<file path="config.mk">
export PLATFORM = sky130hd
export DESIGN_NAME = ocw_channel
export DESIGN_NICKNAME = d
export VERILOG_FILES = /design/src/rtl/ocw_pkg.sv /design/src/rtl/ocw_timebase.sv /design/src/rtl/ocw_compare.sv /design/src/rtl/ocw_refgen.sv /design/src/rtl/ocw_events.sv /design/src/rtl/ocw_channel.sv
export SDC_FILE = /design/constraint.sdc
export NUM_CORES = 1
export LEC_CHECK = 0
export BUFFER_PORTS_ARGS = -buffer_cell sky130_fd_sc_hd__clkbuf_2
export CORE_UTILIZATION = 47
export DETAILED_ROUTE_END_ITERATION = 8
export PLACE_DENSITY = 0.87
export SETUP_SLACK_MARGIN = 0.4
export SLEW_MARGIN = 20
export SYNTH_ARGS = -nofsm -noshare
export SYNTH_HDL_FRONTEND = slang
export SYNTH_SLANG_ARGS = --single-unit
export TNS_END_PERCENT = 5
</file>
<file path="constraint.sdc">
create_clock -name clk -period 2.1 [get_ports clk]
set_input_delay 0.42 -clock clk [delete_from_list [all_inputs] [get_ports clk]]
set_output_delay 0.42 -clock clk [all_outputs]
set_load 0.02 [all_outputs]
</file>
<file path="src/rtl/ocw_pkg.sv">
package ocw_pkg;
    typedef enum logic [2:0] {
        OCM_TIMING   = 3'd0,
        OCM_SET      = 3'd1,
        OCM_CLEAR    = 3'd2,
        OCM_TOGGLE   = 3'd3,
        OCM_FORCE_LO = 3'd4,
        OCM_FORCE_HI = 3'd5,
        OCM_RSV6     = 3'd6,
        OCM_RSV7     = 3'd7
    } oc_mode_t;

    typedef enum logic {
        REF_LOW  = 1'b0,
        REF_HIGH = 1'b1
    } ref_state_t;
endpackage

</file>
<file path="src/rtl/ocw_timebase.sv">
module ocw_timebase #(
    parameter int CNT_W = 8,
    parameter int PSC_W = 8
) (
    input  logic             clk,
    input  logic             rst_n,
    input  logic             cnt_en,
    input  logic [PSC_W-1:0] psc,
    input  logic [CNT_W-1:0] arr,
    output logic [CNT_W-1:0] cnt,
    output logic             tick,
    output logic             upd
);
    logic [PSC_W-1:0] pcnt;

    assign tick = cnt_en && (pcnt >= psc);
    assign upd  = tick && (cnt >= arr);

    always_ff @(posedge clk) begin
        if (!rst_n) begin
            pcnt <= '0;
            cnt  <= '0;
        end else if (cnt_en) begin
            if (tick) begin
                pcnt <= '0;
                cnt  <= (cnt >= arr) ? '0 : cnt + 1'b1;
            end else begin
                pcnt <= pcnt + 1'b1;
            end
        end
    end


    hold_when_stopped_chk: assert property (@(posedge clk) disable iff (!rst_n)
        !cnt_en |=> $stable(cnt));

    wrap_to_zero_chk: assert property (@(posedge clk) disable iff (!rst_n)
        upd |=> (cnt == '0));
endmodule

</file>
<file path="src/rtl/ocw_compare.sv">
module ocw_compare #(
    parameter int CNT_W = 8
) (
    input  logic             clk,
    input  logic             rst_n,
    input  logic             tick,
    input  logic             upd,
    input  logic [CNT_W-1:0] cnt,
    input  logic             preload_en,
    input  logic             ccr_wr,
    input  logic [CNT_W-1:0] ccr_wdata,
    output logic [CNT_W-1:0] ccr_act,
    output logic             match
);
    logic [CNT_W-1:0] ccr_buf;
    logic             stepped;

    assign match = stepped && (cnt == ccr_act);

    always_ff @(posedge clk) begin
        if (!rst_n) begin
            stepped <= 1'b0;
            ccr_buf <= '0;
            ccr_act <= '0;
        end else begin
            stepped <= tick;
            if (ccr_wr) begin
                ccr_buf <= ccr_wdata;
            end
            if (!preload_en) begin
                if (ccr_wr) begin
                    ccr_act <= ccr_wdata;
                end
            end else if (upd) begin
                ccr_act <= ccr_wr ? ccr_wdata : ccr_buf;
            end
        end
    end


    direct_write_chk: assert property (@(posedge clk) disable iff (!rst_n)
        (ccr_wr && !preload_en) |=> (ccr_act == $past(ccr_wdata)));

    buffered_hold_chk: assert property (@(posedge clk) disable iff (!rst_n)
        (preload_en && !upd) |=> $stable(ccr_act));
endmodule

</file>
<file path="src/rtl/ocw_refgen.sv">
module ocw_refgen
    import ocw_pkg::*;
(
    input  logic       clk,
    input  logic       rst_n,
    input  logic [2:0] mode,
    input  logic       match,
    input  logic       polarity,
    input  logic       chan_en,
    output logic       ref_o,
    output logic       pin_o
);
    oc_mode_t   m;
    ref_state_t state, state_nxt;

    assign m = oc_mode_t'(mode);

    always_ff @(posedge clk) begin
        if (!rst_n) begin
            state <= REF_LOW;
        end else begin
            state <= state_nxt;
        end
    end

    always_comb begin
        state_nxt = state;
        unique case (state)
            REF_LOW: begin
                if (m == OCM_FORCE_HI ||
                    (match && (m == OCM_SET || m == OCM_TOGGLE))) begin
                    state_nxt = REF_HIGH;
                end
            end
            REF_HIGH: begin
                if (m == OCM_FORCE_LO ||
                    (match && (m == OCM_CLEAR || m == OCM_TOGGLE))) begin
                    state_nxt = REF_LOW;
                end
            end
            default: state_nxt = REF_LOW;
        endcase
    end

    always_comb begin
        ref_o = (state == REF_HIGH);
        pin_o = chan_en ? (ref_o ^ polarity) : polarity;
    end


    timing_keeps_ref_chk: assert property (@(posedge clk) disable iff (!rst_n)
        (m == OCM_TIMING || m == OCM_RSV6 || m == OCM_RSV7) |=> $stable(ref_o));

    toggle_flips_chk: assert property (@(posedge clk) disable iff (!rst_n)
        (m == OCM_TOGGLE && match) |=> (ref_o != $past(ref_o)));

    force_high_chk: assert property (@(posedge clk) disable iff (!rst_n)
        (m == OCM_FORCE_HI) |=> ref_o);

    force_low_chk: assert property (@(posedge clk) disable iff (!rst_n)
        (m == OCM_FORCE_LO) |=> !ref_o);
endmodule

</file>
<file path="src/rtl/ocw_events.sv">
module ocw_events (
    input  logic clk,
    input  logic rst_n,
    input  logic match,
    input  logic flag_clr,
    input  logic irq_en,
    input  logic dma_en,
    output logic flag_o,
    output logic irq_o,
    output logic dma_o
);
    always_ff @(posedge clk) begin
        if (!rst_n) begin
            flag_o <= 1'b0;
            irq_o  <= 1'b0;
            dma_o  <= 1'b0;
        end else begin
            if (match) begin
                flag_o <= 1'b1;
            end else if (flag_clr) begin
                flag_o <= 1'b0;
            end
            irq_o <= match && irq_en;
            dma_o <= match && dma_en;
        end
    end


    match_sets_flag_chk: assert property (@(posedge clk) disable iff (!rst_n)
        match |=> flag_o);

    strobe_with_flag_chk: assert property (@(posedge clk) disable iff (!rst_n)
        (irq_o || dma_o) |-> flag_o);
endmodule

</file>
<file path="src/rtl/ocw_channel.sv">
module ocw_channel #(
    parameter int CNT_W = 8,
    parameter int PSC_W = 8
) (
    input  logic             clk,
    input  logic             rst_n,
    input  logic             cnt_en,
    input  logic [PSC_W-1:0] psc,
    input  logic [CNT_W-1:0] arr,
    input  logic [2:0]       mode,
    input  logic             polarity,
    input  logic             chan_en,
    input  logic             preload_en,
    input  logic             ccr_wr,
    input  logic [CNT_W-1:0] ccr_wdata,
    input  logic             flag_clr,
    input  logic             irq_en,
    input  logic             dma_en,
    output logic [CNT_W-1:0] cnt_o,
    output logic [CNT_W-1:0] ccr_o,
    output logic             ref_o,
    output logic             pin_o,
    output logic             flag_o,
    output logic             irq_o,
    output logic             dma_o
);
    logic tick, upd, match;

    ocw_timebase #(.CNT_W(CNT_W), .PSC_W(PSC_W)) u_tb (
        .clk(clk), .rst_n(rst_n), .cnt_en(cnt_en), .psc(psc), .arr(arr),
        .cnt(cnt_o), .tick(tick), .upd(upd)
    );

    ocw_compare #(.CNT_W(CNT_W)) u_cmp (
        .clk(clk), .rst_n(rst_n), .tick(tick), .upd(upd), .cnt(cnt_o),
        .preload_en(preload_en), .ccr_wr(ccr_wr), .ccr_wdata(ccr_wdata),
        .ccr_act(ccr_o), .match(match)
    );

    ocw_refgen u_ref (
        .clk(clk), .rst_n(rst_n), .mode(mode), .match(match),
        .polarity(polarity), .chan_en(chan_en), .ref_o(ref_o), .pin_o(pin_o)
    );

    ocw_events u_ev (
        .clk(clk), .rst_n(rst_n), .match(match), .flag_clr(flag_clr),
        .irq_en(irq_en), .dma_en(dma_en),
        .flag_o(flag_o), .irq_o(irq_o), .dma_o(dma_o)
    );
endmodule

</file>
Yosys cells after proc, flatten, opt, wreduce, memory -nomap -nowiden
Cells that the tools add are included.
Word-level totals
  ROM bits: 0
  bits in latches: 0
  output and inout bits: 21
  memory bits (writable): 0
  memories: 0
  flip-flop bits (word level): 37
Operators by class
  reduce and logical (&&, ||, !) cells: 15
  add/sub/neg operators: 2
  $mul: 0
  bitwise gates (word level): 2
  multiplexer cells: 12
  shift operators: 0
  div/mod/pow operators: 0
  magnitude comparators: 2
  equal/unequal tests: 7
Operators by type and width (count)
  $mux W8: 6
  $add A8 B1 Y8 const B: 2
  $ge A8 B8 Y1: 2
  $eq A8 B8 Y1: 1
  $logic_and A1 B1 Y1: 7
  $eq A3 B2 Y1 const B: 2
  $eq A3 B3 Y1 const B: 2
  $mux W1: 5
  $logic_or A1 B1 Y1: 4
  $reduce_and A2 Y1: 2
  $reduce_bool A2 Y1: 2
  $eq A3 B1 Y1 const B: 1
  $ne A2 B1 Y1 const B: 1
  $pmux W1 S2: 1
  $not A1 Y1: 1
  $xor A1 B1 Y1: 1

Logic depth before layout (Yosys ltp)
Gate-level depths: netlist (run 1).
  word-level depth: 6
  gate-level depth with buffers: 8
  depth with buffers taken out: 7

By module
A second synthesis (run 1) with hierarchy kept.
Unflattened totals
  cell total of the unflattened synthesis: 236
  area total of the unflattened synthesis: 2179.6 µm²
By module, submodules not included
  ocw_timebase: area an instance 1219.9 µm², cells an instance 142, instances 1, seq. area each 320.3 µm²
  ocw_compare: area an instance 785.8 µm², cells an instance 77, instances 1, seq. area each 340.3 µm²
  ocw_events: area an instance 93.8 µm², cells an instance 7, instances 1, seq. area each 60.1 µm²
  ocw_refgen: area an instance 80.1 µm², cells an instance 10, instances 1, seq. area each 20.0 µm²

Least setup slack after synthesis (run 1)
No wires, ideal clock.
  path kind: reg-to-reg
  start point: register u_tb.cnt[2]
  end point: register u_tb.cnt[7]
  data arrival time: 2.113 ns
  clock period less this slack: 2.187 ns
  buffers on the path: 0
  library setup time: 0.074 ns
  data required time: 2.026 ns
  path slack: -0.087 ns
  cell stages (with the launch flop): 7
  cell sequence: dfxtp_1 ha_1 a211o_1 a31oi_2 o311ai_4 or4_1 a31oi_1
On the way
  word-level cells in the longest chain between the ends: 2
RTL lines
  start, declared: RTL line ocw_timebase.sv:10  | output logic [CNT_W-1:0] cnt,
  start signal, assigned: RTL line ocw_timebase.sv:26  | cnt <= (cnt >= arr) ? '0 : cnt + 1'b1;
  $add A8 B1 Y8 or $ge A8 B8 Y1 (tied branches): RTL line ocw_timebase.sv:26
  $mux W8 (*): RTL line ocw_timebase.sv:26
Mark *: on every way between the ends. The rest lies on a longest branch, timed or not.
A chain may end at the register's enable or synchronous reset.

Worst setup path after layout (run 1)
  start point: register u_tb.cnt[0]
  end point: register u_tb.cnt[5]
The elaborated chain is that of the path after synthesis.

==> results of run 1 <==
[area by class of cell]
class	instances	area share, %
multi-input cells	174	47.81
flip-flops and latches	37	27.15
repair buffers	79	16.64
inverters	22	3.248
clock buffers	6	2.616
well taps	52	2.346
clock inverters	1	0.1804
[power breakdown]
part / switching [mW] / internal [mW] / total, mW
sequential: 0.0197 / 0.720 / 0.740
clock: 0.238 / 0.225 / 0.463
combinational: 0.117 / 0.112 / 0.230
total: 0.375 / 1.06 / 1.43
[worst register-to-register path: cells and delay by family, from the launching register on]
family	cells	cell delay, ps
simple gates	1	120
buf+inv	1	40
compound gates	4	1100
fa+ha+maj	1	260
flops	1	370
[routing by layer]
metal,vias to the layer above,part of all wire [%]
met5,-,0
met4,0,1.4
met3,10,5.9
met2,71,50
met1,902,43
li1,992,-
[state kept, by name (all words and copies together) (netlist names)]
register and count:
u_cmp.ccr_act 8, u_cmp.stepped 1, u_ev.flag_o 1, u_cmp.ccr_buf 8, u_tb.pcnt 8, u_ref.ref_o 1, u_tb.cnt 8, u_ev.dma_o 1
u_ev.irq_o 1
[worst paths after layout]
| kind | cells after the start | endpoint | start | slack, ps |
|---|---|---|---|---|
| setup / recovery | 7 | u_tb.cnt[5]$_SDFFE_PN0P_ | u_tb.cnt[0]$_SDFFE_PN0P_ | 100 |
| hold reg to reg | 2 | u_cmp.ccr_buf[3]$_SDFF_PN0_ | u_cmp.ccr_buf[3]$_SDFF_PN0_ | 500 |
| hold / removal | 2 | u_ref.ref_o$_SDFF_PN0_ | mode[1] | 340 |
| setup reg to reg | 7 | u_tb.cnt[5]$_SDFFE_PN0P_ | u_tb.cnt[0]$_SDFFE_PN0P_ | 100 |
[cells by family after synthesis]
logic type,count (synthesis),share of synthesized area [%]
mux,26,12.64
xor+xnor,16,6.523
flops,37,34.48
simple gates,83,18.35
fa+ha+maj,18,10.48
buf+inv,30,5.416
compound gates,31,12.12
[synthesized netlist by cell type]
master / n / area [um^2]
or3_1: 1 / 6.260
a31oi_4: 1 / 21.27
nand3_1: 9 / 45.04
nor4_1: 1 / 6.260
a21o_1: 1 / 7.510
clkbuf_1: 4 / 15.01
xnor2_1: 11 / 96.34
a31oi_1: 2 / 12.51
nor3_1: 4 / 20.02
nand4_1: 4 / 25.02
o21ai_0: 6 / 30.03
xor2_1: 5 / 43.79
dfxtp_1: 37 / 740.7
a221oi_1: 1 / 8.760
and3_1: 6 / 37.54
nand2b_1: 2 / 12.51
and4_1: 1 / 8.760
nand2_1: 27 / 101.4
mux2i_1: 17 / 170.2
a31o_2: 3 / 26.28
o311ai_4: 1 / 26.28
nor2b_1: 3 / 18.77
o211ai_1: 1 / 7.510
a211o_1: 2 / 17.52
a21oi_1: 7 / 35.03
buf_1: 1 / 3.750
ha_1: 18 / 225.2
o211ai_4: 1 / 21.27
mux2_2: 9 / 101.4
o32ai_1: 1 / 8.760
a31oi_2: 1 / 12.51
nand3b_1: 3 / 22.52
buf_2: 3 / 15.01
o311a_2: 1 / 11.26
or4_1: 2 / 15.01
a211oi_1: 1 / 7.510
nor2_1: 20 / 75.07
o22ai_1: 1 / 6.260
inv_1: 22 / 82.58
[timing repair]
action	CTS	global route
pin swaps	4	4
buffers inserted	6	3
setup endpoints to repair	24	26
resized for setup	4	3
==> results.ini, run 1 <==
[setup_path]
cp_data_arrival_time_ps=2180
crit_family=compound AO/OA/AOI/OAI gates
path_buf_inv=1
critPathCaptureType=flop
crit_chain=inv_2, ha_1, nand2b_4, a31oi_4, o311ai_4, o21ai_0, a31o_2
cp.required_ps=2280
start_kind=flop
cpMaxStageDelayCell=o311ai_4
critical-path-max-stage-delay_ps=520
critPathMaxFanout=8
path_class=flop to flop

[placement]
postPlaceCellArea_mm2=0.002611
dpl.cell_count=355
port_buffers=57
dp_worst_setup_slack_ps=-105.4
gp_congestion=0.8088
post-dp-hpwl_mm=3.759

[clock_tree]
clock_latency_ps=290
clockBufferDepth=2
postCtsHoldBufs=0
path_clk_slew_ps=70
cts_max_level=2
root_buffer=clkbuf_8
cts_tree=built
cts_buffers=5
cts_sinks=37

[logic_synthesis]
avgSynthCellArea_um2=8.914
synth.distinct_cells=39
ys_seq_elements=37
synth_fp_nets=296
yosys_warnings=0
ys_seq_area_share_pct=34.48
synthCells=241
synth_area_mm2=0.002148

[power]
pwr_density_cell_mw_per_mm2=516.5
peakVddDrop_uv=539.6
fin_total_pwr_mw=1.433
power_leakage_nw=1.380

[die]
rows=24
die_h_um=69.61
io_pins=58
core_mm2=0.004384
initial_core_util_pct=49.00
dieArea_mm2=0.004846
fp.dieW_um=69.61

[timing]
slew_headroom_pct=65.86
hold_viol=0
hold_ws_ps=342.8
setup_tns_ps=0
rsz0062_at_grt=true
finalCritPeriodShare_pct=95.47
worst_slack_ps=95.13
tightest_slew_ps=510.8
finalSetupViolCount=0
finalCriticalPeriod_ps=2005
skew_ps=6.723
max_freq_mhz=498.8
drv_slew=0

[detailed_routing]
dr_total_vias=1975
drc=0
wl_per_cell_um=13.67
first_pass_iters=4
ant_nets=0
wirelength_mm=5.070
drtIter0Drc=48
routed_via_density=5.323

[cells_and_area]
fin_cells=371
n_antenna_cell=0
fin_area_mm2=0.002774
layout_commonest_cell=clkbuf_2
drive_gt1_share_pct=35.11
final_cell_mix=57 x clkbuf_2, 33 x dfxtp_1, 27 x nand2_1, 20 x inv_1, 20 x nor2_1
final_util_pct=63.27
syn2layout_area_growth_pct=29.12
fin_nets=374
fillers=369
seq_area_um2=753.2
multi_input_area_mm2=0.001326

[grt]
grt_use_met1_pct=25.18
grt.met2_usage_pct=37.43
top_usage_layer=met2
antenna_found_initial=0
grt_pass1_vias=1859
grt.total_usage_pct=21.44
grt_max_degree=16
grt_pass1_wl_mm=8.328
grt_util_met3_pct=6.541
grt.overflow.total=0

[run]
drv_cap=0

[outcome]
status=completed

[worst_hold_path]
hp-class=primary input to flop

No activity file was read; power rests on OpenSTA's default activity.
==> run 2, diff against run 1 <==
Settings changed: CAP_MARGIN set to 25, CORE_UTILIZATION 47 to 52, PLACE_DENSITY 0.87 to 0.9.
Clock period 2.1 ns to 2 ns, I/O delays scaled along.
==> run 2 against run 1 <==
- maximum frequency grew 4.1%
- critical endpoint is now u_cmp.ccr_act[1]$_SDFFE_PN0P_
- design area increased by 3.9%
- sequential power increased by 5.3%
- setup slack worse by 21 ps
- register-to-register slack lost 20 ps
- non-clock buffer count up 2
- critical path type unchanged
- global-route usage rose by 4.5 points
- final cell count did not move
- clock power is 35% higher
- clock-buffer cell count increased by 2
==> results.ini, run 2 (synthesis results as in run 1) <==
[timing]
drv_slew=0  ; unchanged
finalCritPeriodShare_pct=96.29  ; +0.82 points
skew_ps=3.328  ; -3.395 ps
max_freq_mhz=519.3  ; +4.1%
slew_headroom_pct=70.68  ; +4.8 points
finalSetupViolCount=0  ; unchanged
finalCriticalPeriod_ps=1926  ; -79.08 ps
hold_viol=0  ; unchanged
tightest_slew_ps=438.7  ; -72.12 ps
rsz0062_at_grt=true

[detailed_routing]
dr_total_vias=2080  ; +5.3%
routed_via_density=5.606  ; +5.3%
ant_nets=0  ; unchanged
drtIter0Drc=118  ; +150%
first_pass_iters=4  ; unchanged
wl_per_cell_um=14.47  ; +5.9%
drc=0  ; unchanged
wirelength_mm=5.367  ; +5.9%

[die]
rows=22  ; -8.3%
dieArea_mm2=0.004392  ; -9.4%
io_pins=58  ; unchanged
fp.dieW_um=66.28  ; -4.8%
core_mm2=0.003799  ; -13%
die_h_um=66.28  ; -4.8%
initial_core_util_pct=56.55  ; +7.6 points

[grt]
grt_pass1_vias=2157  ; +16%
grt_pass1_wl_mm=8.666  ; +4.1%
antenna_found_initial=0  ; unchanged
grt.total_usage_pct=25.96  ; +4.5 points
grt_max_degree=20  ; +4
grt.overflow.total=0  ; unchanged

[clock_tree]
cts_max_level=2  ; unchanged
root_buffer=clkbuf_8
cts_tree=built
cts_sinks=37  ; unchanged
postCtsHoldBufs=0  ; unchanged
clockBufferDepth=2  ; unchanged
cts_buffers=5  ; unchanged
path_clk_slew_ps=70  ; about the same
clock_latency_ps=290  ; about the same

[worst_hold_path]
hp-class=primary input to flop

[cells_and_area]
drive_gt1_share_pct=38.08  ; +3.0 points
final_cell_mix=57 x clkbuf_2, 30 x dfxtp_1, 27 x nand2_1, 23 x buf_4
final_util_pct=75.86  ; +13 points
syn2layout_area_growth_pct=34.13
layout_commonest_cell=clkbuf_2
fin_nets=377  ; +0.80%
n_antenna_cell=0  ; unchanged

[setup_path]
critPathMaxFanout=8  ; unchanged
path_class=flop to flop
start_kind=flop
cp.required_ps=2190  ; -90 ps
cp_data_arrival_time_ps=2110  ; -70 ps
critPathCaptureType=flop

[run]
drv_cap=0  ; unchanged

[placement]
post-dp-hpwl_mm=3.877  ; +3.1%
gp_congestion=0.8137  ; +0.61%
port_buffers=57  ; unchanged

[power]
power_leakage_nw=1.428  ; +3.5%
pwr_density_cell_mw_per_mm2=574.6  ; +11%
fin_total_pwr_mw=1.656  ; +16%
peakVddDrop_uv=534.2  ; -1.0%

[outcome]
status=completed

## run 2: cell count changes in the layout (fill, tap and decap cells not counted), moves of 3 or more
| cell | delta |
|---|---|
| buf_4 | +4 |
| dfxtp_2 | +4 |
| buf_6 | -3 |
| dfxtp_1 | -3 |
## run 2: worst max-delay path: stages (launching register included)
cell      delay, ps
dfxtp_4         380
inv_4            40
ha_4            240
nand2b_4        120
a31oi_4          90
o311ai_4        470
a31oi_4         160
buf_12          180
mux2i_2         140
## run 2: cell type report
| type | count | area [um^2] |
|---|---|---|
| inverter | 22 | 92.59 |
| tap | 48 | 60.06 |
| multi-input combinational | 175 | 1385 |
| fill | 282 | 917.1 |
| timing repair buffer | 81 | 478.0 |
| clock buffer | 8 | 111.4 |
| sequential | 37 | 754.5 |
## run 2: per-stage QoR
stage	TNS [ps]	hold slack (ps)	cells	area (um^2)	setup slack, ps
after floorplan	0	454.4	241	2213	141.6
after global placement	-1158	467.4	354	2645	-106.0
after global routing	0	332.3	371	2882	52.35
after detailed placement	-2297	486.3	354	2645	-200.9
final	0	314.8	371	2882	74.20
after CTS	0	308.2	368	2835	105.3
## run 2: path summary, 6_finish.rpt
path / end / cells past startpoint / slack (ps) / startpoint
worst max-delay path: u_cmp.ccr_act[1]$_SDFFE_PN0P_ / 8 / 70 / u_tb.cnt[0]$_SDFFE_PN0P_
worst min-delay path: u_ref.ref_o$_SDFF_PN0_ / 2 / 310 / mode[1]
worst max register to register: u_cmp.ccr_act[1]$_SDFFE_PN0P_ / 8 / 70 / u_tb.cnt[0]$_SDFFE_PN0P_
worst min register to register: u_cmp.ccr_buf[6]$_SDFF_PN0_ / 2 / 500 / u_cmp.ccr_buf[6]$_SDFF_PN0_
## run 2: repair_timing
action | 4_1_cts | 5_1_grt
cloned | 1 | 0
pin swaps | 6 | 5
gates resized for setup | 1 | 6
setup endpoints to repair | 26 | 26
buffers inserted | 5 | 3
## run 2: metal layers
metal	vias up	part of all wire, %	GRT usage (%)	wire [um]
met4	0	3.1	13.83	165
met2	84	51	48.09	2717
met3	20	5.8	6.034	312
met5	-	0	0	0
li1	1002	-	-	-
met1	974	40	26.64	2172
## run 2: power breakdown
group | total [mW] | switching (mW) | internal [mW]
combinational | 0.251 | 0.130 | 0.121
sequential | 0.779 | 0.0213 | 0.758
clock | 0.625 | 0.269 | 0.356
total | 1.66 | 0.420 | 1.24
==> run 3, diff against run 2 <==
Settings changed: SYNTH_HIERARCHICAL set to 1.
==> run 3 against run 2 <==
- the run now ends with setup timing left
- non-clock buffer count up 8
- hold slack worse by 20 ps
- die area up 1.4%
- core utilization down 0.66 points
- setup slack worse by 220 ps
- synthesized cell count down 2.1%
- clock-buffer cell count down 3
- sequential share of layout area down 1.2 points
- area after synthesis up 1.5%
- largest cell class unchanged
- largest power group unchanged
==> results.ini, run 3 <==
[outcome]
status=finished, violations left
violations=setup timing

[power]
p_seq_share_pct=43.0  ; -4.1 points
p_comb_share_pct=14.6  ; -0.6 points
p_clk_share_pct=42.4  ; +4.6 points
switching_share_pct=23.86  ; -1.5 points
p_int_mw=1.384  ; +12%
peakVddDrop_uv=528.6  ; -1.0%
power_switching_mw=0.4336  ; +3.1%
pwr_density_cell_mw_per_mm2=604.2  ; +5.2%
power_leakage_nw=1.394  ; -2.4%

[grt]
grt_max_degree=19  ; -5.0%
grt.total_usage_pct=26.79  ; +0.82 points
antenna_found_initial=0  ; unchanged
grt_pass1_vias=2002  ; -7.2%
grt.overflow.total=0  ; unchanged
grt_pass1_wl_mm=8.901  ; +2.7%

[timing]
hold_ws_ps=294.8  ; -19.96 ps
worst_slack_ps=-148.1  ; -222.3 ps
finalCritPeriodShare_pct=107.4  ; +11 points
skew_ps=10.34  ; +7.008 ps
setup_tns_ps=-960.2  ; -960.2 ps
hold_viol=0  ; unchanged
tightest_slew_ps=442.8  ; +4.103 ps
max_freq_mhz=465.5  ; -10%
slew_headroom_pct=70.48  ; -0.20 points
drv_slew=0  ; unchanged
finalCriticalPeriod_ps=2148  ; +222.3 ps
rsz0062_at_grt=true
finalSetupViolCount=8  ; +8

[placement]
dpl.cell_count=369  ; +4.2%
port_buffers=57  ; unchanged
gp_congestion=0.8195  ; +0.71%
dp_worst_setup_slack_ps=-369.9  ; -169.0 ps
postPlaceCellArea_mm2=0.002840  ; +7.4%
post-dp-hpwl_mm=4.119  ; +6.2%

[setup_path]
critPathMaxFanout=7  ; -1
path_class=flop to flop
cp.required_ps=2190  ; about the same
critPathCaptureType=flop
cp_data_arrival_time_ps=2340  ; +230 ps
start_kind=flop

[die]
dieArea_mm2=0.004454  ; +1.4%
initial_core_util_pct=54.49  ; -2.1 points
rows=23  ; +4.5%
io_pins=58  ; unchanged
die_h_um=66.74  ; +0.70%
core_mm2=0.004000  ; +5.3%
fp.dieW_um=66.74  ; +0.70%

[logic_synthesis]
avgSynthCellArea_um2=9.236  ; +3.6%
synthArstFlopShare_pct=0  ; unchanged
synth_edf_count=0  ; unchanged
synthMuxAreaShare_pct=4.305  ; -8.3 points
yosys.area_share.adder_pct=10.33  ; -0.15 points
yosys_warnings=6  ; +6
ys_seq_area_share_pct=33.98  ; -0.49 points
ys_seq_elements=37  ; unchanged
synthSimpleGateAreaFrac_pct=19.46  ; +1.1 points
synth_top_cell_by_area=dfxtp_1
synth_fp_nets=291  ; -1.7%
ys.flop_type=dfxtp_1
synth_area_mm2=0.002180  ; +1.5%
synthCells=236  ; -2.1%
synth_common_cells=37 x dfxtp_1, 22 x inv_1, 19 x nor2_1
synth_top_family_by_area=compound AO/OA/AOI/OAI gates
yosysMostFrequentCell=dfxtp_1
synth.distinct_cells=50  ; +28%
synth-compound-area-share_pct=20.32  ; +8.2 points
synth_top_area_share_pct=33.98  ; -0.49 points
synthXorXnorAreaFrac_pct=5.626  ; -0.90 points
synth.area.top_cells=dfxtp_1 34%, ha_1 10%, xnor2_1 4.4%

[clock_tree]
path_clk_slew_ps=80  ; about the same
cts_tree=built
clock_latency_ps=300  ; about the same
cts_buffers=5  ; unchanged
post-cts-setup-buffers=0  ; -5
cts_max_level=2  ; unchanged
root_buffer=clkbuf_8
clockBufferDepth=2  ; unchanged
cts_sinks=37  ; unchanged

[run]
drv_cap=0  ; unchanged

[cells_and_area]
n_antenna_cell=0  ; unchanged
layout_commonest_cell=clkbuf_2
fin_area_mm2=0.003008  ; +4.4%
fin_cells=377  ; +1.6%
fillers=282  ; unchanged
final_cell_mix=57 x clkbuf_2, 31 x buf_4, 29 x dfxtp_1, 19 x nor2_1, 17 x inv_1
multi_input_area_mm2=0.001426  ; +3.0%
fin_nets=381  ; +1.1%
seq_area_um2=750.7  ; -0.50%
drive_gt1_share_pct=41.28  ; +3.2 points
syn2layout_area_growth_pct=38.00

[detailed_routing]
first_pass_iters=6  ; +2
drc=0  ; unchanged
dr_total_vias=2145  ; +3.1%
ant_nets=0  ; unchanged
wirelength_mm=5.582  ; +4.0%
drtIter0Drc=176  ; +49%
routed_via_density=5.690  ; +1.5%
wl_per_cell_um=14.81  ; +2.4%

[worst_hold_path]
hp-class=primary input to flop

run 3: cell count changes in the layout (fill, tap and decap cells not counted), moves of 5 or more:
| cell | change |
|---|---|
| nand2_1 | -16 |
| nand3_1 | -5 |
| buf_4 | +8 |
| a32o_1 | +6 |
| o2111a_1 | +6 |
| nand2b_1 | +5 |
| mux2_2 | -9 |
| mux2i_1 | -8 |
| nor3b_1 | +5 |
| or3_1 | +6 |
run 3: path summary, 6_finish.rpt:
check	cells after the start	slack [ps]	from	end
max	8	-150	u_tb/pcnt[2]$_SDFFE_PN0P_	u_cmp/ccr_act[5]$_SDFFE_PN0P_
min	2	290	mode[1]	u_ref/ref_o$_SDFF_PN0_
max reg2reg	8	-150	u_tb/pcnt[2]$_SDFFE_PN0P_	u_cmp/ccr_act[5]$_SDFFE_PN0P_
min reg2reg	2	500	u_cmp/ccr_buf[0]$_SDFF_PN0_	u_cmp/ccr_buf[0]$_SDFF_PN0_
run 3: layer usage:
metal	GRT usage (%)	up-vias	part of all wire [%]
met4	8.245	0	1.5
met5	0	-	0
met3	6.507	17	6.2
li1	-	1032	-
met1	31.14	1000	41
met2	47.73	96	51
run 3: kinds of logic after synthesis:
| family | count (synthesis) |
|---|---|
| and+or+nand+nor | 76 |
| muxes | 9 |
| AOI/OAI and AO/OA | 52 |
| xor gates and xnor gates | 14 |
| buffers and inverters | 30 |
| DFF | 37 |
| adders and majority gates | 18 |
run 3: metrics by stage:
| stage | utilization, % | power, mW |
|---|---|---|
| final | 75.20 | 1.817 |
| after detailed placement | 71.00 | 1.054 |
| after global placement | 71.00 | 1.042 |
| after global routing | 75.20 | 1.884 |
| after CTS | 74.88 | 1.822 |
| after floorplan | - | 0.9478 |
run 3: cell type report:
class | count | area share, %
clock inverter | 3 | 2.163
inverter | 24 | 3.494
tap | 50 | 2.080
multi-input combinational | 169 | 47.42
sequential | 37 | 24.96
clock buffer | 5 | 2.288
timing repair buffer | 89 | 17.60
run 3: worst max-delay path, cell delays in order (launching register included):
cell and delay (ps):
dfxtp_2 340, ha_4 250, o21ai_1 50, a211o_1 290
o21ba_4 220, nor3_4 250, nand2_2 150, or3_1 340
o2111a_1 150
run 3: power by group through the flow:
stage / Sequential (mW) / Combinational [mW] / Clock [mW]
after floorplan: 0.807 / 0.141 / 0
after global placement: 0.796 / 0.246 / 0
after detailed placement: 0.797 / 0.257 / 0
after CTS: 0.780 / 0.265 / 0.777
after global routing: 0.784 / 0.291 / 0.810
final: 0.781 / 0.265 / 0.771
run 3: repair_timing:
action | in CTS | in global routing
setup endpoints to repair | 26 | 27
hold endpoints to repair | 0 | 0
gates resized for setup | 9 | 4
hold buffers | 0 | 0
pin swaps | 4 | 4
